**config.mk**
```make
export PLATFORM = sky130hd
export DESIGN_NAME = slot_cmd_ctrl
export DESIGN_NICKNAME = d
export VERILOG_FILES = /design/src/rtl/slotc_pkg.sv /design/src/rtl/slotc_cmd_dec.sv /design/src/rtl/slotc_shadow.sv /design/src/rtl/slotc_active.sv /design/src/rtl/slot_cmd_ctrl.sv
export SDC_FILE = /design/constraint.sdc
export NUM_CORES = 1
export LEC_CHECK = 0
export BUFFER_PORTS_ARGS = -buffer_cell sky130_fd_sc_hd__buf_4
export CORE_UTILIZATION = 55
export CTS_CLUSTER_DIAMETER = 30
export DETAILED_ROUTE_END_ITERATION = 8
export PLACE_DENSITY = 0.73
export RECOVER_POWER = 25
export SLEW_MARGIN = 15
export SYNTH_ARGS = -nofsm -noshare
export SYNTH_HDL_FRONTEND = slang
export SYNTH_SLANG_ARGS = --single-unit
```
**constraint.sdc**
```tcl
create_clock -name clk -period 2.2 [get_ports clk]
set_input_delay 0.11 -clock clk [delete_from_list [all_inputs] [get_ports clk]]
set_output_delay 0.11 -clock clk [all_outputs]
set_load 0.05 [all_outputs]
```
**src/rtl/slotc_pkg.sv**
```systemverilog
package slotc_pkg;
   // register offsets (byte addresses)
   localparam logic [7:0] OFS_ACT_HEAD_LO = 8'h00;
   localparam logic [7:0] OFS_ACT_HEAD_HI = 8'h04;
   localparam logic [7:0] OFS_ACT_TAIL_LO = 8'h08;
   localparam logic [7:0] OFS_ACT_TAIL_HI = 8'h0C;
   localparam logic [7:0] OFS_ACT_AFF_LO  = 8'h10;
   localparam logic [7:0] OFS_ACT_AFF_HI  = 8'h14;
   localparam logic [7:0] OFS_ACT_CFG     = 8'h18;
   localparam logic [7:0] OFS_STATUS      = 8'h1C;
   localparam logic [7:0] OFS_CMD_NOW     = 8'h20;
   localparam logic [7:0] OFS_NXT_HEAD_LO = 8'h40;
   localparam logic [7:0] OFS_NXT_HEAD_HI = 8'h44;
   localparam logic [7:0] OFS_NXT_AFF_LO  = 8'h48;
   localparam logic [7:0] OFS_NXT_AFF_HI  = 8'h4C;
   localparam logic [7:0] OFS_NXT_CFG     = 8'h50;
   localparam logic [7:0] OFS_NXT_CMD     = 8'h54;

   // status codes
   localparam logic [7:0] ST_IDLE   = 8'h00;
   localparam logic [7:0] ST_DONE   = 8'h01;
   localparam logic [7:0] ST_ACTIVE = 8'h08;

   typedef enum logic [2:0] {
      CMD_NOP      = 3'd0,
      CMD_START    = 3'd1,
      CMD_SOFT     = 3'd2,
      CMD_HARD     = 3'd3,
      CMD_SOFT_NC  = 3'd4,
      CMD_HARD_NC  = 3'd5,
      CMD_SOFT_CH  = 3'd6,
      CMD_HARD_CH  = 3'd7
   } slot_cmd_e;

   function automatic logic is_fault(input logic [7:0] code);
      return code[7:6] == 2'b01;
   endfunction
endpackage

```
**src/rtl/slotc_cmd_dec.sv**
```systemverilog
module slotc_cmd_dec
   import slotc_pkg::*;
#(
   parameter int DW = 32
) (
   input  logic          cmd_wr,
   input  logic [DW-1:0] cmd_val,
   input  logic          chain,
   output logic          stop_ok,
   output logic          stop_hard,
   output logic          start_err
);
   logic in_range;
   assign in_range = (cmd_val[DW-1:3] == '0);

   always_comb begin
      stop_ok   = 1'b0;
      stop_hard = 1'b0;
      start_err = 1'b0;
      if (cmd_wr && in_range) begin
         case (slot_cmd_e'(cmd_val[2:0]))
            CMD_START:   start_err = 1'b1;
            CMD_SOFT:    stop_ok   = 1'b1;
            CMD_HARD:    begin stop_ok = 1'b1;   stop_hard = 1'b1;   end
            CMD_SOFT_NC: stop_ok   = !chain;
            CMD_HARD_NC: begin stop_ok = !chain; stop_hard = !chain; end
            CMD_SOFT_CH: stop_ok   = chain;
            CMD_HARD_CH: begin stop_ok = chain;  stop_hard = chain;  end
            default:     ;
         endcase
      end
   end
endmodule

```
**src/rtl/slotc_shadow.sv**
```systemverilog
module slotc_shadow
   import slotc_pkg::*;
#(
   parameter int AW = 8,
   parameter int DW = 32
) (
   input  logic            clk,
   input  logic            rst_n,
   input  logic            wr_en,
   input  logic [AW-1:0]   wr_addr,
   input  logic [DW-1:0]   wr_data,
   output logic [2*DW-1:0] nxt_head,
   output logic [2*DW-1:0] nxt_aff,
   output logic [DW-1:0]   nxt_cfg,
   output logic [DW-1:0]   nxt_cmd,
   output logic            start_fire
);
   assign start_fire = wr_en && (wr_addr == AW'(OFS_NXT_CMD))
                       && (wr_data == DW'(CMD_START));

   always_ff @(posedge clk or negedge rst_n) begin
      if (!rst_n) begin
         nxt_head <= '0;
         nxt_aff  <= '0;
         nxt_cfg  <= '0;
         nxt_cmd  <= '0;
      end else if (wr_en) begin
         case (wr_addr)
            AW'(OFS_NXT_HEAD_LO): nxt_head[DW-1:0]    <= wr_data;
            AW'(OFS_NXT_HEAD_HI): nxt_head[2*DW-1:DW] <= wr_data;
            AW'(OFS_NXT_AFF_LO):  nxt_aff[DW-1:0]     <= wr_data;
            AW'(OFS_NXT_AFF_HI):  nxt_aff[2*DW-1:DW]  <= wr_data;
            AW'(OFS_NXT_CFG):     nxt_cfg             <= wr_data;
            AW'(OFS_NXT_CMD): begin
               // stored, then consumed at once when it is a start
               nxt_cmd <= start_fire ? '0 : wr_data;
               if (start_fire) nxt_head <= '0;
            end
            default: ;
         endcase
      end
   end
endmodule

```
**src/rtl/slotc_active.sv**
```systemverilog
module slotc_active
   import slotc_pkg::*;
#(
   parameter int DW = 32
) (
   input  logic            clk,
   input  logic            rst_n,
   input  logic            start_fire,
   input  logic [2*DW-1:0] nxt_head,
   input  logic [2*DW-1:0] nxt_aff,
   input  logic [DW-1:0]   nxt_cfg,
   input  logic [7:0]      exit_code,
   output logic [2*DW-1:0] act_head,
   output logic [2*DW-1:0] act_tail,
   output logic [2*DW-1:0] act_aff,
   output logic [DW-1:0]   act_cfg,
   output logic [7:0]      status,
   output logic            done_p,
   output logic            fail_p
);
   logic pending;

   always_ff @(posedge clk or negedge rst_n) begin
      if (!rst_n) begin
         act_head <= '0;
         act_tail <= '0;
         act_aff  <= '0;
         act_cfg  <= '0;
         status   <= ST_IDLE;
         pending  <= 1'b0;
         done_p   <= 1'b0;
         fail_p   <= 1'b0;
      end else begin
         done_p <= 1'b0;
         fail_p <= 1'b0;
         if (pending) begin
            pending <= 1'b0;
            if (is_fault(exit_code)) begin
               status <= exit_code;
               fail_p <= 1'b1;
            end else begin
               status <= ST_DONE;
               done_p <= 1'b1;
            end
         end
         if (start_fire) begin
            status   <= ST_ACTIVE;
            act_head <= nxt_head;
            act_tail <= nxt_head;
            act_aff  <= nxt_aff;
            act_cfg  <= nxt_cfg;
            pending  <= 1'b1;
         end
      end
   end
endmodule

```
**src/rtl/slot_cmd_ctrl.sv**
```systemverilog
module slot_cmd_ctrl
   import slotc_pkg::*;
#(
   parameter int AW        = 8,
   parameter int DW        = 32,
   parameter int CHAIN_BIT = 8,
   parameter bit RD_REG    = 1'b0
) (
   input  logic          clk,
   input  logic          rst_n,
   input  logic          wr_en,
   input  logic [AW-1:0] wr_addr,
   input  logic [DW-1:0] wr_data,
   input  logic [AW-1:0] rd_addr,
   output logic [DW-1:0] rd_data,
   input  logic [7:0]    exit_code_i,
   output logic          job_done_o,
   output logic          job_failed_o,
   output logic          stop_accept_o,
   output logic          stop_hard_o,
   output logic          proto_err_o
);
   localparam int QW = 2 * DW;

   if (DW != 32) begin : g_bad_dw
      $error("slot_cmd_ctrl: DW must be 32");
   end
   if (AW < 7) begin : g_bad_aw
      $error("slot_cmd_ctrl: AW too small for the register map");
   end
   if (CHAIN_BIT >= DW) begin : g_bad_chain
      $error("slot_cmd_ctrl: CHAIN_BIT outside config word");
   end

   logic [QW-1:0] nxt_head_w, nxt_aff_w, act_head_w, act_tail_w, act_aff_w;
   logic [DW-1:0] nxt_cfg_w, nxt_cmd_w, act_cfg_w;
   logic [7:0]    status_w;
   logic          start_fire, stop_ok, stop_hard, start_err, cmd_wr;
   logic [DW-1:0] rd_mux;

   assign cmd_wr = wr_en && (wr_addr == AW'(OFS_CMD_NOW));

   slotc_shadow #(.AW(AW), .DW(DW)) u_shadow (
      .clk, .rst_n, .wr_en, .wr_addr, .wr_data,
      .nxt_head(nxt_head_w), .nxt_aff(nxt_aff_w), .nxt_cfg(nxt_cfg_w),
      .nxt_cmd(nxt_cmd_w), .start_fire(start_fire)
   );

   slotc_active #(.DW(DW)) u_active (
      .clk, .rst_n, .start_fire,
      .nxt_head(nxt_head_w), .nxt_aff(nxt_aff_w), .nxt_cfg(nxt_cfg_w),
      .exit_code(exit_code_i),
      .act_head(act_head_w), .act_tail(act_tail_w), .act_aff(act_aff_w),
      .act_cfg(act_cfg_w), .status(status_w),
      .done_p(job_done_o), .fail_p(job_failed_o)
   );

   slotc_cmd_dec #(.DW(DW)) u_dec (
      .cmd_wr, .cmd_val(wr_data), .chain(act_cfg_w[CHAIN_BIT]),
      .stop_ok, .stop_hard, .start_err
   );

   always_ff @(posedge clk or negedge rst_n) begin
      if (!rst_n) begin
         stop_accept_o <= 1'b0;
         stop_hard_o   <= 1'b0;
         proto_err_o   <= 1'b0;
      end else begin
         stop_accept_o <= stop_ok;
         stop_hard_o   <= stop_ok && stop_hard;
         proto_err_o   <= start_err;
      end
   end

   always_comb begin
      case (rd_addr)
         AW'(OFS_ACT_HEAD_LO): rd_mux = act_head_w[DW-1:0];
         AW'(OFS_ACT_HEAD_HI): rd_mux = act_head_w[QW-1:DW];
         AW'(OFS_ACT_TAIL_LO): rd_mux = act_tail_w[DW-1:0];
         AW'(OFS_ACT_TAIL_HI): rd_mux = act_tail_w[QW-1:DW];
         AW'(OFS_ACT_AFF_LO):  rd_mux = act_aff_w[DW-1:0];
         AW'(OFS_ACT_AFF_HI):  rd_mux = act_aff_w[QW-1:DW];
         AW'(OFS_ACT_CFG):     rd_mux = act_cfg_w;
         AW'(OFS_STATUS):      rd_mux = DW'(status_w);
         AW'(OFS_NXT_HEAD_LO): rd_mux = nxt_head_w[DW-1:0];
         AW'(OFS_NXT_HEAD_HI): rd_mux = nxt_head_w[QW-1:DW];
         AW'(OFS_NXT_AFF_LO):  rd_mux = nxt_aff_w[DW-1:0];
         AW'(OFS_NXT_AFF_HI):  rd_mux = nxt_aff_w[QW-1:DW];
         AW'(OFS_NXT_CFG):     rd_mux = nxt_cfg_w;
         AW'(OFS_NXT_CMD):     rd_mux = nxt_cmd_w;
         default:              rd_mux = '0;
      endcase
   end

   if (RD_REG) begin : g_rd_flop
      always_ff @(posedge clk or negedge rst_n) begin
         if (!rst_n) rd_data <= '0;
         else        rd_data <= rd_mux;
      end
   end else begin : g_rd_comb
      assign rd_data = rd_mux;
   end
endmodule

```
# After elaboration in Yosys (flattened, before gate mapping)
# Cells that the tools add are included.
[op_classes]
n_reduce_logical = 22
n_eq_ne = 30
muxes = 19
[op_table]
columns = ["operator", "n"]
rows = [
  ["case mux 32 bit (12 select lines)", 1],
  ["case mux 32 bit (2 select lines)", 2],
  ["equality test 8 x 7 -> 1 bit, second input constant", 12],
  ["two-way mux 64 bit", 1],
  ["equality test 32 x 1 -> 1 bit, second input constant", 1],
  ["equality test 8 x 5 -> 1 bit, second input constant", 4],
  ["two-way mux 32 bit", 1],
  ["logical NOT 29 bit", 1],
  ["two-way mux 8 bit", 3],
  ["equality test 8 x 4 -> 1 bit, second input constant", 2],
  ["equality test 3 bit, second input constant", 4],
  ["OR reduction 2 bit", 5],
  ["two-way mux 1 bit", 9],
  ["equality test 8 x 3 -> 1 bit, second input constant", 1],
  ["equality test 8 x 6 -> 1 bit, second input constant", 1],
  ["logical NOT 8 bit", 1],
  ["AND reduction 2 bit", 4],
  ["equality test 3 x 2 -> 1 bit, second input constant", 2],
  ["case mux 1 bit (3 select lines)", 2],
  ["AND reduction 3 bit", 2],
  ["nonzero test 2 bit", 3],
  ["logical AND 1 bit", 5],
  ["equality test 3 x 1 -> 1 bit, second input constant", 1],
  ["equality test 2 x 1 -> 1 bit, second input constant", 1],
  ["other kinds (2)", 2],
]
[totals]
elab_cells = 87
out_inout_bits = 37
register_bits = 366
inputBits = 59

# Depth between registers and ports, before layout
# Gate-level depths: netlist (run 1).
[logic_depth]
word_depth = 5
mapped_depth = 8
depth_no_buf = 4

# Modules after synthesis
# From an unflattened synthesis (run 1), not the netlist that was laid out.
[unflattened]
cells_unflattened = 1430
hier_area_um2 = 18285.0
[by_module_without_submodules]
columns = ["module", "area_per_inst_um2", "cells_per_inst", "n_inst", "seq_area_each_um2"]
rows = [
  ["slotc_shadow", 7947.6, 578, 1, 4804.6],
  ["slotc_active", 7289.5, 439, 1, 4279.1],
  ["slot_cmd_ctrl", 2914.0, 396, 1, 75.1],
  ["slotc_cmd_dec", 133.9, 17, 1, 0.0],
]

# Worst setup path after synthesis (run 1)
# Ideal clock, no wire load.
[synth_timing]
kind = "input -> output"
start = "in rd_addr[5]"
end = "out rd_data[14]"
cell_stages = 6
arrival_time_ps = 2329
n_path_buf = 3
required_time_ps = 2090
setup_slack_ps = -239
cell_sequence = "clkbuf_1 nor4b_2 clkbuf_1 buf_2 a31oi_1 o211ai_1"
[synth_via]
elab_chain_cells = 3
elab_cells_between_ends = 17
cone_classes = "13 x eq/ne; 1 x mux; 3 x reduce/logical"
[synth_lines]
columns = ["element", "line_no", "text"]
rows = [
  ["from (decl)", "slot_cmd_ctrl.sv:14", "input logic [AW-1:0] rd_addr,"],
  ["equality test 8 x 4 -> 1 bit (tied with other cells)", "slot_cmd_ctrl.sv:76", "case (rd_addr)"],
  ["OR reduction 2 bit (no line)", "--", ""],
  ["case mux 32 bit (12 select lines) (*)", "slot_cmd_ctrl.sv:76", ""],
  ["to (decl)", "slot_cmd_ctrl.sv:15", "output logic [DW-1:0] rd_data,"],
]
# Every way passes the cells marked *; elsewhere a longest branch is shown, timed or not.

# Worst setup path in the final report (run 1)
[layout_timing]
start = "reg u_shadow.nxt_aff[60]"
end = "out rd_data[28]"
[layout_via]
elab_chain_cells = 1
[layout_lines]
columns = ["element", "line_no", "text"]
rows = [
  ["from (decl)", "slotc_shadow.sv:13", "output logic [2*DW-1:0] nxt_aff,"],
  ["from (signal, indexed assignment)", "slotc_shadow.sv:31", "AW'(OFS_NXT_AFF_LO): nxt_aff[DW-1:0] <= wr_data;"],
  ["from (signal, indexed assignment)", "slotc_shadow.sv:32", "AW'(OFS_NXT_AFF_HI): nxt_aff[2*DW-1:DW] <= wr_data;"],
  ["case mux 32 bit (12 select lines)", "slot_cmd_ctrl.sv:76", ""],
]
# Every way passes these cells.

==> impl_results.md, run 1 <==
- Status: complete, but fails checks
- Failing checks: capacitance limit, slew limit, setup timing
- Site Rows: between 60 and 70
- Post-Synth Adder-Cell Area: 0%
- Post-synth ARST share: 100%
- Max FO, Critical Path: 3
- Xor-xnor portion of the synthesized cell area: less than 1%
- P_int: 0.0157 W
- Top_reg_cell synth: dfrtp_1
- CP delay by family, top: simple AND/OR/NAND/NOR gates
- CTS Buffer Depth: 3
- Clock transition at path regs: about 0.05 ns
- Initial antenna violation count: 0
- Mean Syn Cell Area: 12.6 sq um
- Core area: 31500 sq um
- Max Cap Viol: 1
- Sequential fraction of the synthesis area: 52.1%
- Vias/cell: about 6.6
- Ports: 96
- Multiplexer share of the synthesized area: roughly a quarter
- Share of cells above drive strength 1: between 40% and 50%
- RSZ-0062 raised after global routing: yes
- Final Hold Viols: 0
- Crit start category: register
- Fmax: approximately 430 MHz
- Crit-path max cell delay: about 0.55 ns
- Flops & latches, synth: around 370
- Antenna-violating nets left: 0
- Fillers: around 2k
- Die area: around 33000 sq um
- Global route overflow: 0
- Relative slew slack: -36.3%
- Count leader, synth: dfrtp_1
- Worst setup path endpoint: rd_data[28]
- R2R Setup Slk: approximately 0.86 ns
- CTS Root Cell: clkbuf_16
- Area leader, netlist: dfrtp_1
- Largest family of logic cells by synthesized area: multiplexers
- DR DRC count: 0
- Clock tree sinks: around 370
- Final Cell Area: 23000 sq um
- Post-synthesis compound-gate area fraction: a little over an eighth
- Die height: 181 um
- Flop pwr share: 34.9%
- Final cell count without fillers: approximately 2.1k
- GR Util All Layers: approximately 34%
- Syn nets: 1454
- Port bufs: between 90 and 100
- Number of synthesized flops with an enable pin: 0
- CP required: 2.09 ns
- Largest net degree at the start of global routing: 74
- Sw frac: between 20% and 30%
- First-pass GRT wire length: ~85000 um
- Switching power: 0.00456 W
- Final WL: 54600 um
- CTS tree: built
- DP Wirelength: between 30000 and 40000 um
- Maximum vdd ir drop: 702 uV
- Yosys top cell area share: a little over half
- Final nets: ~1.7k
- Leakage Power: ~11 nW
- Synth warnings: 0
- Post-synth top cells: dfrtp_1, mux2_2, clkbuf_1, a22oi_1, o21ai_0
- Final Core Density: around 73%
- GPL Wtd Cong: a little over 0.9
- Synth area leaders: dfrtp_1, mux2_2, a22oi_1
- Num CTS Buffers: 75
- Area growth, synth to finish: 30.6%
- WP data arrival: 2.19 ns
- Via count: between 10k and 15k
- Yosys cell types: between 50 and 60
- DRT iter0 DRCs: 1428
- Number of diodes: 0
- Synth Cell Area: ~18000 sq um
- Comb power frac: 5.7%
- Buffers & Inverters on Critical Path: 1
- Hold Path Class: in -> reg
- Synth Area in Simple Gates: under 10%
- Reg2Reg Launch Point: u_active.pending$_DFF_PN0_
- Final-report setup violation count: 3
- Fin crit share: 105%
- Min Tclk post-route: ~2.3 ns
- Gate Count Post-Synth: 1395
- Number of global-route vias before repair: between 10k and 15k
- FF+latch area: between 9000 and 10000 sq um
- FF-to-FF End: u_active.done_p$_DFF_PN0_
- CP Cell Sequence: mux2_4, a22oi_2, o22ai_1, or4b_4, buf_8
- Critical path capture point type: output pin
- Clock Latency Late Sink: between 0.5 and 0.6 ns
- Clock network power share: about three fifths
- Max-slew violations: about 70
- Skew final: between 0.015 and 0.02 ns
- Fin worst setup slack: -0.105 ns
- Slowest-stage cell, CP: or4b_4
- CP Class: reg -> out
- Initial Utilization: ~56%
- Wirelength per Cell: 26.1 um
- Worst-Margin Slew: ~2.0 ns
- Power Dens Cells: around 900 nW/um^2
- Cell Area, Placed: approximately 20000 sq um
- Die Width: about 180 um
- DR pass1 iterations: 8
- FF-to-FF path depth: 3
- Critical path depth: 5
- H-tree Lvls: 3
- CP Launch Point: u_shadow.nxt_aff[60]$_DFFE_PN0P_
- Placed Cells: ~1.9k
- Area of the multi-input gates: 7930 sq um
## layer usage
layer | track usage, % | share of wire, % | vias to the layer above
met5 | 0 | 0 | -
li1 | - | - | 5806
met4 | 15.8 | 3.9 | 0
met3 | 6.91 | 7.8 | 185
met1 | 45.1 | 41 | 7223
met2 | 53.6 | 48 | 690
## worst register-to-register path: cells and delay by family (launching register included)
kind,cells,cell delay [ns]
compound gates,1,0.06
buf+inv,2,0.75
flops,1,0.42
## flip-flops by register name, indices dropped and copies added (netlist names), 8 cells and up
register           cells
u_shadow.nxt_cmd      32
u_active.act_aff      64
u_shadow.nxt_cfg      32
u_shadow.nxt_head     64
u_active.act_cfg      32
u_shadow.nxt_aff      64
u_active.status        8
u_active.act_head     64
## timing repair
item | in CTS | in global routing
hold buffers | 50 | 0
endpoints found under the setup margin | 6 | 144
gates resized for setup | 17 | 16
gates cloned | 0 | 0
pin swaps | 9 | 10
setup buffers | 4 | 7
endpoints found under the hold margin | 269 | 0
## logic make-up after synthesis
logic type	count (synthesis)
compound gates	309
xor+xnor	1
mux	377
simple gates	193
buf+inv	149
flops	366
## through the flow
stage | setup TNS (ns) | setup WS (ns) | hold slack (ns) | total power [W]
after CTS | -0.302 | -0.134 | 0.0360 | 0.0203
after global routing | -1.35 | -0.128 | 0.0693 | 0.0208
final | -0.210 | -0.105 | 0.0692 | 0.0202
after floorplan | 0 | 0.0139 | -0.186 | 0.00759
after global placement | -29.46 | -0.212 | 0.145 | 0.00815
after detailed placement | -27.06 | -0.211 | 0.151 | 0.00819
## worst min path at each step
stage / slack [ns] / endpoint / cells after the start / from
floorplan: -0.19 / proto_err_o$_DFF_PN0_ / 0 / rst_n
global placement: 0.15 / u_active.status[3]$_DFFE_PN0P_ / 1 / rst_n
detailed placement: 0.15 / u_active.fail_p$_DFF_PN0_ / 1 / rst_n
CTS: 0.04 / u_active.pending$_DFF_PN0_ / 4 / wr_addr[0]
global route: 0.07 / proto_err_o$_DFF_PN0_ / 4 / wr_addr[2]
finish: 0.07 / u_active.pending$_DFF_PN0_ / 4 / wr_addr[0]
## cell usage in the layout, fill, tap and decap left out, types with 4 or more instances in the layout
master / Yosys / final
a31oi_1: 11 / 11
o21ai_0: 56 / 54
nand3_2: 0 / 5
dfrtp_1: 366 / 366
clkinv_2: 0 / 9
clkinvlp_4: 0 / 7
o21ai_2: 10 / 11
nor3_1: 6 / 5
nor2b_1: 32 / 32
a222oi_1: 26 / 26
clkbuf_1: 69 / 9
o221ai_1: 14 / 14
nor2_1: 46 / 44
buf_12: 0 / 20
buf_6: 3 / 7
bufinv_16: 0 / 13
nor4_1: 12 / 10
buf_4: 15 / 192
inv_6: 0 / 4
a22oi_2: 0 / 7
o211ai_1: 10 / 10
o22a_1: 6 / 6
a22oi_1: 65 / 58
and3_1: 7 / 7
dlygate4sd3_1: 0 / 50
o2bb2ai_1: 51 / 51
mux2_2: 345 / 342
a22o_1: 20 / 20
nand2_1: 17 / 17
buf_8: 0 / 7
o22ai_1: 4 / 4
inv_1: 37 / 37
nand4_1: 10 / 10
nand3_1: 31 / 26
clkbuf_8: 0 / 9
clkbuf_16: 0 / 77
a32o_1: 4 / 4
a32oi_1: 7 / 7
a211o_1: 15 / 15
mux2i_1: 29 / 29
## cell type report
type,count,area share (%)
tap,402,2.19
inverter,37,0.605
multi-input combinational,880,34.5
sequential,366,39.9
clock buffer,95,9.08
timing repair buffer,278,11.0
clock inverter,39,2.65
## power groups by stage
stage	registers [W]	logic (W)	clock network (W)
after floorplan	0.00710	0.000483	0
after CTS	0.00705	0.00113	0.0121
after global routing	0.00707	0.00123	0.0125
after global placement	0.00714	0.00101	0
after detailed placement	0.00715	0.00104	0
final	0.00706	0.00115	0.0120
No activity file was read; power rests on OpenSTA's default activity.
==> run 2, diff against run 1 <==
--- a/config.mk
+++ b/config.mk
@@ -11,6 +11,7 @@
 export DETAILED_ROUTE_END_ITERATION = 8
 export PLACE_DENSITY = 0.73
 export RECOVER_POWER = 25
+export REMOVE_ABC_BUFFERS = 1
 export SLEW_MARGIN = 15
 export SYNTH_ARGS = -nofsm -noshare
 export SYNTH_HDL_FRONTEND = slang
==> impl_results.md, run 2 (synthesized netlist as in run 1, its figures left out) <==
- Largest net degree at the start of global routing: between 60 and 70
- Site Rows: 65
- Port bufs: 95
- CTS Root Cell: clkbuf_16
- Status: complete, but fails checks
- Initial Utilization: between 50% and 60%
- WP data arrival: between 2 and 2.5 ns
- Flop pwr share: 35.4%
- Hold_ws: roughly 0.030 ns
- Area growth, synth to finish: 31.6%
- Clock tree sinks: approximately 370
- Initial antenna violation count: 0
- Leakage Power: about 11 nW
- CP Class: reg -> out
- Max-slew violations: between 60 and 70
- Most common cell after layout, fill and taps aside: dfrtp_1
- DRT iter0 DRCs: 1418
- Fillers: approximately 2.0k
- Max Cap Viol: 1
- Placed Cells: roughly 1.9k
- GPL Wtd Cong: about 0.86
- Die height: around 180 um
- Die area: roughly 33000 sq um
- Final nets: ~1.7k
- Die Width: between 150 and 200 um
- CTS Buffer Depth: 3
- Wirelength per Cell: between 20 and 30 um
- Critical path capture point type: output pin
- Final cell count without fillers: approximately 2.1k
- Antenna-violating nets left: 0
- WHS Path Cells: 2
- Clock network power share: around three fifths
- GR Util All Layers: about 34%
- Cell Area, Placed: between 15000 and 20000 sq um
- Fmax: ~440 MHz
- Failing checks: capacitance limit, slew limit, setup timing
- Skew final: ~0.035 ns
- Global route overflow: 0
- Final WL: 55500 um
- Switching power: 0.00465 W
- Fin crit share: 103%
- Sw frac: between 20% and 30%
- CP Launch Point: u_shadow.nxt_aff[28]$_DFFE_PN0P_
- Power Dens Cells: roughly 860 nW/um^2
- DR pass1 iterations: 6
- Final setup TNS: -0.196 ns
- Core area: roughly 31000 sq um
- Reg2Reg Launch Point: u_active.pending$_DFF_PN0_
- Via count: about 14k
- Max FO, Critical Path: 2
- FF-to-FF path depth: 3
- Fin worst setup slack: -0.0700 ns
- H-tree Lvls: 3
- RSZ-0062 raised after global routing: yes
- Relative slew slack: -20.4%
- Post-Place Worst Slack: -0.0702 ns
- Number of global-route vias before repair: 14.5k
- Area of the multi-input gates: around 8000 sq um
- Crit start category: register
- Ports: between 90 and 100
- Maximum vdd ir drop: between 600 and 700 uV
- First-pass GRT wire length: approximately 85000 um
- CTS tree: built
- Vias/cell: about 6.6
- Worst-Margin Slew: around 1.8 ns
- Hold Path Class: in -> reg
- Clock Latency Late Sink: 0.60 ns
- Number of diodes: 0
- Share of cells above drive strength 1: between 40% and 50%
- Hold Startpoint: exit_code_i[7]
- Clock transition at path regs: ~0.040 ns
- FF+latch area: between 9000 and 10000 sq um
- DR DRC count: 0
- P_int: between 0.015 and 0.02 W
- Min Tclk post-route: approximately 2.3 ns
- Comb power frac: about 5.8%
- R2R Setup Slk: 0.72 ns
- Commonest non-fill, non-tap cells in the layout: dfrtp_1, mux2_2, buf_4, clkbuf_16, a22oi_1
- Final Hold Viols: 0
- Final-report setup violation count: 7
- Final Cell Area: approximately 23000 sq um
- Num CTS Buffers: 79
- CP required: between 2 and 2.5 ns
- DP Wirelength: 32400 um
[run 2: changes by cell type in the layout (fill, tap and decap cells not counted), sizes merged]
| cell | before | now |
|---|---|---|
| inv | 45 | 40 |
| clkbuf | 96 | 111 |
| dlygate4sd3 | 50 | 42 |
| buf | 227 | 239 |
| clkinvlp | 7 | 9 |
| clkinv | 11 | 18 |
| bufinv | 13 | 6 |
[run 2: worst paths after layout]
path	end
setup reg to reg	u_active.done_p$_DFF_PN0_
setup / recovery	rd_data[28]
hold reg to reg	u_shadow.nxt_cmd[2]$_DFFE_PN0P_
max in group asynchronous	u_shadow.nxt_aff[60]$_DFFE_PN0P_
min in group asynchronous	u_shadow.nxt_head[6]$_DFFE_PN0P_
hold / removal	u_active.fail_p$_DFF_PN0_
[run 2: power groups by stage]
stage,Combinational (W),Clock (W),Sequential (W)
floorplan,0.000401,0,0.00710
global placement,0.00102,0,0.00713
detailed placement,0.00104,0,0.00715
CTS,0.00113,0.0118,0.00705
global route,0.00123,0.0122,0.00707
finish,0.00115,0.0117,0.00706
[run 2: area by class of cell]
cell class | instances | area share (%)
flip-flops and latches | 366 | 39.6
multi-input cells | 880 | 34.4
repair buffers | 287 | 11.7
clock buffers | 105 | 9.71
well taps | 402 | 2.17
clock inverters | 36 | 1.82
inverters | 37 | 0.600
[run 2: what timing repair did]
| action | 4_1_cts | 5_1_grt |
|---|---|---|
| pin swaps | 8 | 8 |
| cloned | 0 | 5 |
| hold endpoints to repair | 406 | 0 |
| endpoints found under the setup margin | 7 | 173 |
| gates resized for setup | 17 | 24 |
| setup buffers | 8 | 7 |
| hold buffers | 42 | 0 |
[run 2: through the flow]
step           power, W  utilization, %
3_3_place_gp    0.00815            62.5
5_1_grt          0.0205            73.5
3_5_place_dp    0.00819            62.5
4_1_cts          0.0200            72.7
2_1_floorplan   0.00751               -
6_report         0.0199            73.5
[run 2: per-layer routing]
metal	global-route usage [%]	vias to the layer above	routed length [um]	part of all wire, %
li1	-	5840	-	-
met1	46.6	7217	22600	41
met2	53.1	789	26100	47
met4	14.5	0	1980	3.6
met3	6.11	188	4790	8.6
met5	0	-	0	0
[run 2: critical path: stages, from the launching register on]
cell and delay (ns):
dfrtp_1 0.37, mux2_4 0.28, a22oi_2 0.12, o22ai_1 0.10
or4b_4 0.54, buf_8 0.17
